### src/rtl/card_alert_pkg.sv
package card_alert_pkg;

    typedef enum logic [1:0] {
        ST_OUTSIDE = 2'd0,
        ST_ARMED   = 2'd1,
        ST_ALARM   = 2'd2
    } alert_state_t;

endpackage

### src/rtl/card_alert_sync.sv
module card_alert_sync #(
    parameter int WIDTH  = 1,
    parameter int STAGES = 2
) (
    input  logic             clk,
    input  logic             rst,
    input  logic [WIDTH-1:0] d_async,
    output logic [WIDTH-1:0] q_sync
);
    logic [WIDTH-1:0] chain [STAGES];

    always_ff @(posedge clk) begin
        if (rst) chain[0] <= '0;
        else     chain[0] <= d_async;
    end

    generate
        for (genvar s = 1; s < STAGES; s++) begin : g_stage
            always_ff @(posedge clk) begin
                if (rst) chain[s] <= '0;
                else     chain[s] <= chain[s-1];
            end
        end
    endgenerate

    assign q_sync = chain[STAGES-1];
endmodule

### src/rtl/card_alert_fsm.sv
module card_alert_fsm
    import card_alert_pkg::*;
#(
    parameter int NUM_FAULTS = 3
) (
    input  logic                  clk,
    input  logic                  rst,
    input  logic                  sess_cmd_n,
    input  logic                  pres_s,
    input  logic [NUM_FAULTS-1:0] fault_s,
    output alert_state_t          state,
    output logic                  irq_n,
    output logic                  deact_start
);
    alert_state_t state_q, state_d;
    logic         bad_now;
    logic         trip;
    logic         pulse_q;

    assign bad_now = !pres_s || (|fault_s);

    // next-state logic: session release has priority over any trip
    always_comb begin
        state_d = state_q;
        trip    = 1'b0;
        unique case (state_q)
            ST_OUTSIDE: begin
                if (!sess_cmd_n) begin
                    if (bad_now) begin
                        state_d = ST_ALARM;   // START_BAD
                        trip    = 1'b1;
                    end else begin
                        state_d = ST_ARMED;   // START_OK
                    end
                end
            end
            ST_ARMED: begin
                if (sess_cmd_n) begin
                    state_d = ST_OUTSIDE;     // END
                end else if (bad_now) begin
                    state_d = ST_ALARM;       // TRIP
                    trip    = 1'b1;
                end
            end
            ST_ALARM: begin
                if (sess_cmd_n) state_d = ST_OUTSIDE; // END
            end
            default: state_d = ST_OUTSIDE;
        endcase
    end

    // state register
    always_ff @(posedge clk) begin
        if (rst) begin
            state_q <= ST_OUTSIDE;
            pulse_q <= 1'b0;
        end else begin
            state_q <= state_d;
            pulse_q <= trip;
        end
    end

    // outputs
    always_comb begin
        irq_n = 1'b0;
        unique case (state_q)
            ST_OUTSIDE: irq_n = pres_s;
            ST_ARMED:   irq_n = 1'b1;
            ST_ALARM:   irq_n = 1'b0;
            default:    irq_n = 1'b0;
        endcase
    end

    assign deact_start = pulse_q;
    assign state       = state_q;
endmodule

### src/rtl/card_alert.sv
module card_alert
    import card_alert_pkg::*;
#(
    parameter int NUM_FAULTS  = 3,
    parameter int SYNC_STAGES = 2
) (
    input  logic                  clk,
    input  logic                  rst,
    input  logic                  sess_cmd_n,
    input  logic                  card_present,
    input  logic [NUM_FAULTS-1:0] fault_flags,
    output logic                  irq_n,
    output logic                  deact_start
);
    localparam int SYNC_W = NUM_FAULTS + 1;

    logic [SYNC_W-1:0]     raw_in;
    logic [SYNC_W-1:0]     synced;
    logic                  pres_s;
    logic [NUM_FAULTS-1:0] fault_s;
    alert_state_t          state;

    assign raw_in  = {fault_flags, card_present};
    assign pres_s  = synced[0];
    assign fault_s = synced[SYNC_W-1:1];

    card_alert_sync #(
        .WIDTH  (SYNC_W),
        .STAGES (SYNC_STAGES)
    ) u_sync (
        .clk     (clk),
        .rst     (rst),
        .d_async (raw_in),
        .q_sync  (synced)
    );

    card_alert_fsm #(
        .NUM_FAULTS (NUM_FAULTS)
    ) u_fsm (
        .clk         (clk),
        .rst         (rst),
        .sess_cmd_n  (sess_cmd_n),
        .pres_s      (pres_s),
        .fault_s     (fault_s),
        .state       (state),
        .irq_n       (irq_n),
        .deact_start (deact_start)
    );
endmodule

### config.mk
export PLATFORM = sky130hd
export DESIGN_NAME = card_alert
export DESIGN_NICKNAME = d
export VERILOG_FILES = /design/src/rtl/card_alert_pkg.sv /design/src/rtl/card_alert_sync.sv /design/src/rtl/card_alert_fsm.sv /design/src/rtl/card_alert.sv
export SDC_FILE = /design/constraint.sdc
export NUM_CORES = 1
export LEC_CHECK = 0
export ABC_AREA = 1
export BUFFER_PORTS_ARGS = -buffer_cell sky130_fd_sc_hd__buf_2
export CAP_MARGIN = 10
export CORE_AREA = 4 4 41 43
export CTS_CLUSTER_DIAMETER = 200
export DETAILED_ROUTE_END_ITERATION = 16
export DIE_AREA = 0 0 45 47
export PLACE_DENSITY_LB_ADDON = 0.25
export SYNTH_ARGS = -nofsm -noshare
export SYNTH_HDL_FRONTEND = slang
export SYNTH_HIERARCHICAL = 1
export SYNTH_SLANG_ARGS = --single-unit
### constraint.sdc
create_clock -name clk -period 0.81 [get_ports clk]
set_input_delay 0.0405 -clock clk [delete_from_list [all_inputs] [get_ports clk]]
set_output_delay 0.0405 -clock clk [all_outputs]
set_load 0.01 [all_outputs]
==> impl_metrics.py <==
metrics = {
    "cts": {
        "clock_latency_ns": 0.26,
        "cts_tree": "built",
        "root_buffer": "clkbuf_4",
        "clock_sinks": 11,
        "clk_pin_slew_ns": 0.06,
        "postCtsSetupRepairBufs": 0,
        "cts.path.max_buffers": 2,
        "h-tree-depth": 1,
        "cts_buffers": 3,
    },
    "min_path": {
        "min_path_type": "in2reg",
        "min_from": "rst",
    },
    "global_route": {
        "grt_pass1_vias": 227,
        "grt_pass1_wl_um": 834,
        "grt.overflow.total": 0,
        "grt_usage_pct": 6.04,
        "antenna_found_initial": 0,
        "grt_max_degree": 10,
    },
    "die": {
        "coreArea_um2": 1300,
        "fp.dieH_um": 47,
        "die-area_um2": 2120,
        "rows": 13,
        "initial_core_util_pct": 27.6,
        "die_w_um": 45,
        "pin_count": 9,
    },
    "synthesis": {
        "yosys-top-cells-area": "dfxtp_1 (61%), inv_1 (14%), nor2_1 (10%)",
        "synth_seq_cells": 11,
        "syn_area_um2": 359,
        "synth_cells": 43,
        "ys_seq_area_share_pct": 61.3,
        "ys_types": 9,
        "synth_fp_nets": 50,
        "avgSynthCellArea_um2": 8.35,
        "yosys.area.top_type": "dfxtp_1",
        "yosysWarnings": 6,
        "synth_top_area_share_pct": 61.3,
    },
    "layout": {
        "area_growth_pct": 32.4,
        "n_antenna_cell": 0,
        "drive_gt1_share_pct": 25.9,
        "fin_nets": 66,
        "postLayoutCellArea_um2": 475,
    },
    "routing": {
        "num_vias": 253,
        "viasPerCell": 3.47,
        "wl_per_cell_um": 6.27,
        "drtIter0Drc": 2,
        "drt_first_pass_iters": 2,
        "totalWireLength_um": 458,
        "postRouteAntennaNets": 0,
        "drc": 0,
    },
    "timing": {
        "worst_pin_slew_ns": 0.152,
        "fin_worst_skew_ns": 0.00444,
        "fmaxAchievable_mhz": 1100,
        "max_slew_margin_pct": 89.8,
        "fin_crit_ns": 0.913,
        "finalHoldViolCount": 0,
        "final_max_slew_viol_count": 0,
        "fin_crit_sh_pct": 113,
        "rsz0062_at_grt": "yes",
        "setup_slack_ns": -0.103,
        "setup_violations": 1,
    },
    "place": {
        "dpl_cell_area_um2": 407,
        "port-buffer-count": 8,
        "place_congestion": 0.720,
        "pre_cts_ws_ns": 0.0791,
        "dp_hpwl_um": 318,
    },
    "power_and_ir_drop": {
        "leakagePower_nw": 0.247,
        "vdd_drop_max_uv": 1080,
        "p_per_area_nw_per_um2": 2120,
    },
    "critical_path": {
        "rr_startpoint": "u_sync/chain[1][0]",
        "crit_start": "u_sync/chain[1][0]",
        "critPathLaunchType": "flip-flop",
        "critPathKind": "reg2out",
        "path_max_fanout": 2,
        "critPathRequiredTime_ns": 0.77,
        "endpoint_kind": "primary output",
        "cp.arrival_ns": 0.87,
    },
    "job": {
        "drv_cap": 0,
    },
    "status": {
        "status": "finished with violations",
        "violations": "negative setup slack",
    },
}
==> power breakdown <==
| group | switching (mW) | leakage, nW | internal, mW |
|---|---|---|---|
| Combinational | 0.0360 | 0.141 | 0.0423 |
| Sequential | 0.00883 | 0.0909 | 0.568 |
| Clock | 0.161 | 0.0150 | 0.190 |
| Total | 0.206 | 0.247 | 0.800 |
==> cells in the mapped netlist <==
master,number
a21oi_1,1
buf_6,1
dfxtp_1,11
inv_1,13
nand2_1,4
nand4_1,1
nor2_1,10
nor2_2,1
nor2b_2,1
==> what timing repair did <==
item | in CTS | in global routing
endpoints found under the hold margin | 4 | 0
hold buffers | 4 | 0
gates cloned | 0 | 0
gates resized for setup | 0 | 2
pin swaps | 0 | 1
setup endpoints to repair | 1 | 3
==> final timing paths <==
path | endpoint | slack, ns | depth (start not counted)
setup reg to reg | u_fsm/state[1] | 0.07 | 5
setup / recovery | irq_n | -0.10 | 3
hold reg to reg | u_sync/chain[1][2] | 0.40 | 2
hold / removal | u_sync/chain[1][1] | 0.05 | 2
==> per-layer routing <==
layer | vias to the layer above | track usage (%) | part of all wire (%)
li1 | 148 | - | -
met4 | 0 | 3.51 | 0
met5 | - | 0 | 0
met3 | 0 | 5.75 | 12
met1 | 96 | 6.00 | 45
met2 | 9 | 8.19 | 43
==> registers in the layout (all words and copies together) (netlist names) <==
| signal | flops |
|---|---|
| u_sync/chain | 8 |
| u_fsm/state | 2 |
| u_fsm/deact_start | 1 |
==> metrics by stage <==
step	utilization [%]	power (mW)	TNS [ns]	hold slack, ns	instances
CTS	36.3	1.03	-0.121	0.0487	73
finish	36.5	1.01	-0.103	0.0494	73
floorplan	-	0.632	0	0.147	43
detailed placement	31.3	0.652	0	0.247	65
global placement	31.3	0.651	0	0.239	65
global route	36.5	1.09	-0.183	0.0489	73
==> kinds of logic (layout without fill, tap and decap cells) <==
group | after synthesis | count (layout) | synth area share, %
AO/OA/AOI/OAI | 1 | 1 | 1.39
buffers and inverters | 14 | 29 | 16.7
flip-flops | 11 | 11 | 61.3
AND/OR/NAND/NOR | 17 | 17 | 20.6
==> cell usage in the layout, fill, tap and decap left out, drive strengths merged <==
cell and n:
inv 13, dfxtp 11, nor2 11, buf 8, dlygate4sd3 4, clkbuf 4
nand2 4, a21oi 1, nand4 1, nor2b 1
==> final cells by class <==
| cell class | instances | area [um^2] |
|---|---|---|
| Multi-Input combinational cell | 18 | 81.3 |
| Fill cell | 144 | 826 |
| Inverter | 13 | 48.8 |
| Clock buffer | 4 | 26.3 |
| Sequential cell | 11 | 220 |
| Tap cell | 15 | 18.8 |
| Timing Repair Buffer | 12 | 80.1 |
==> critical path, stage by stage, from the launching register on <==
cell	delay, ns
dfxtp_1	0.30
inv_1	0.04
a21oi_1	0.13
buf_2	0.14
(Power assumes the default switching activity.)
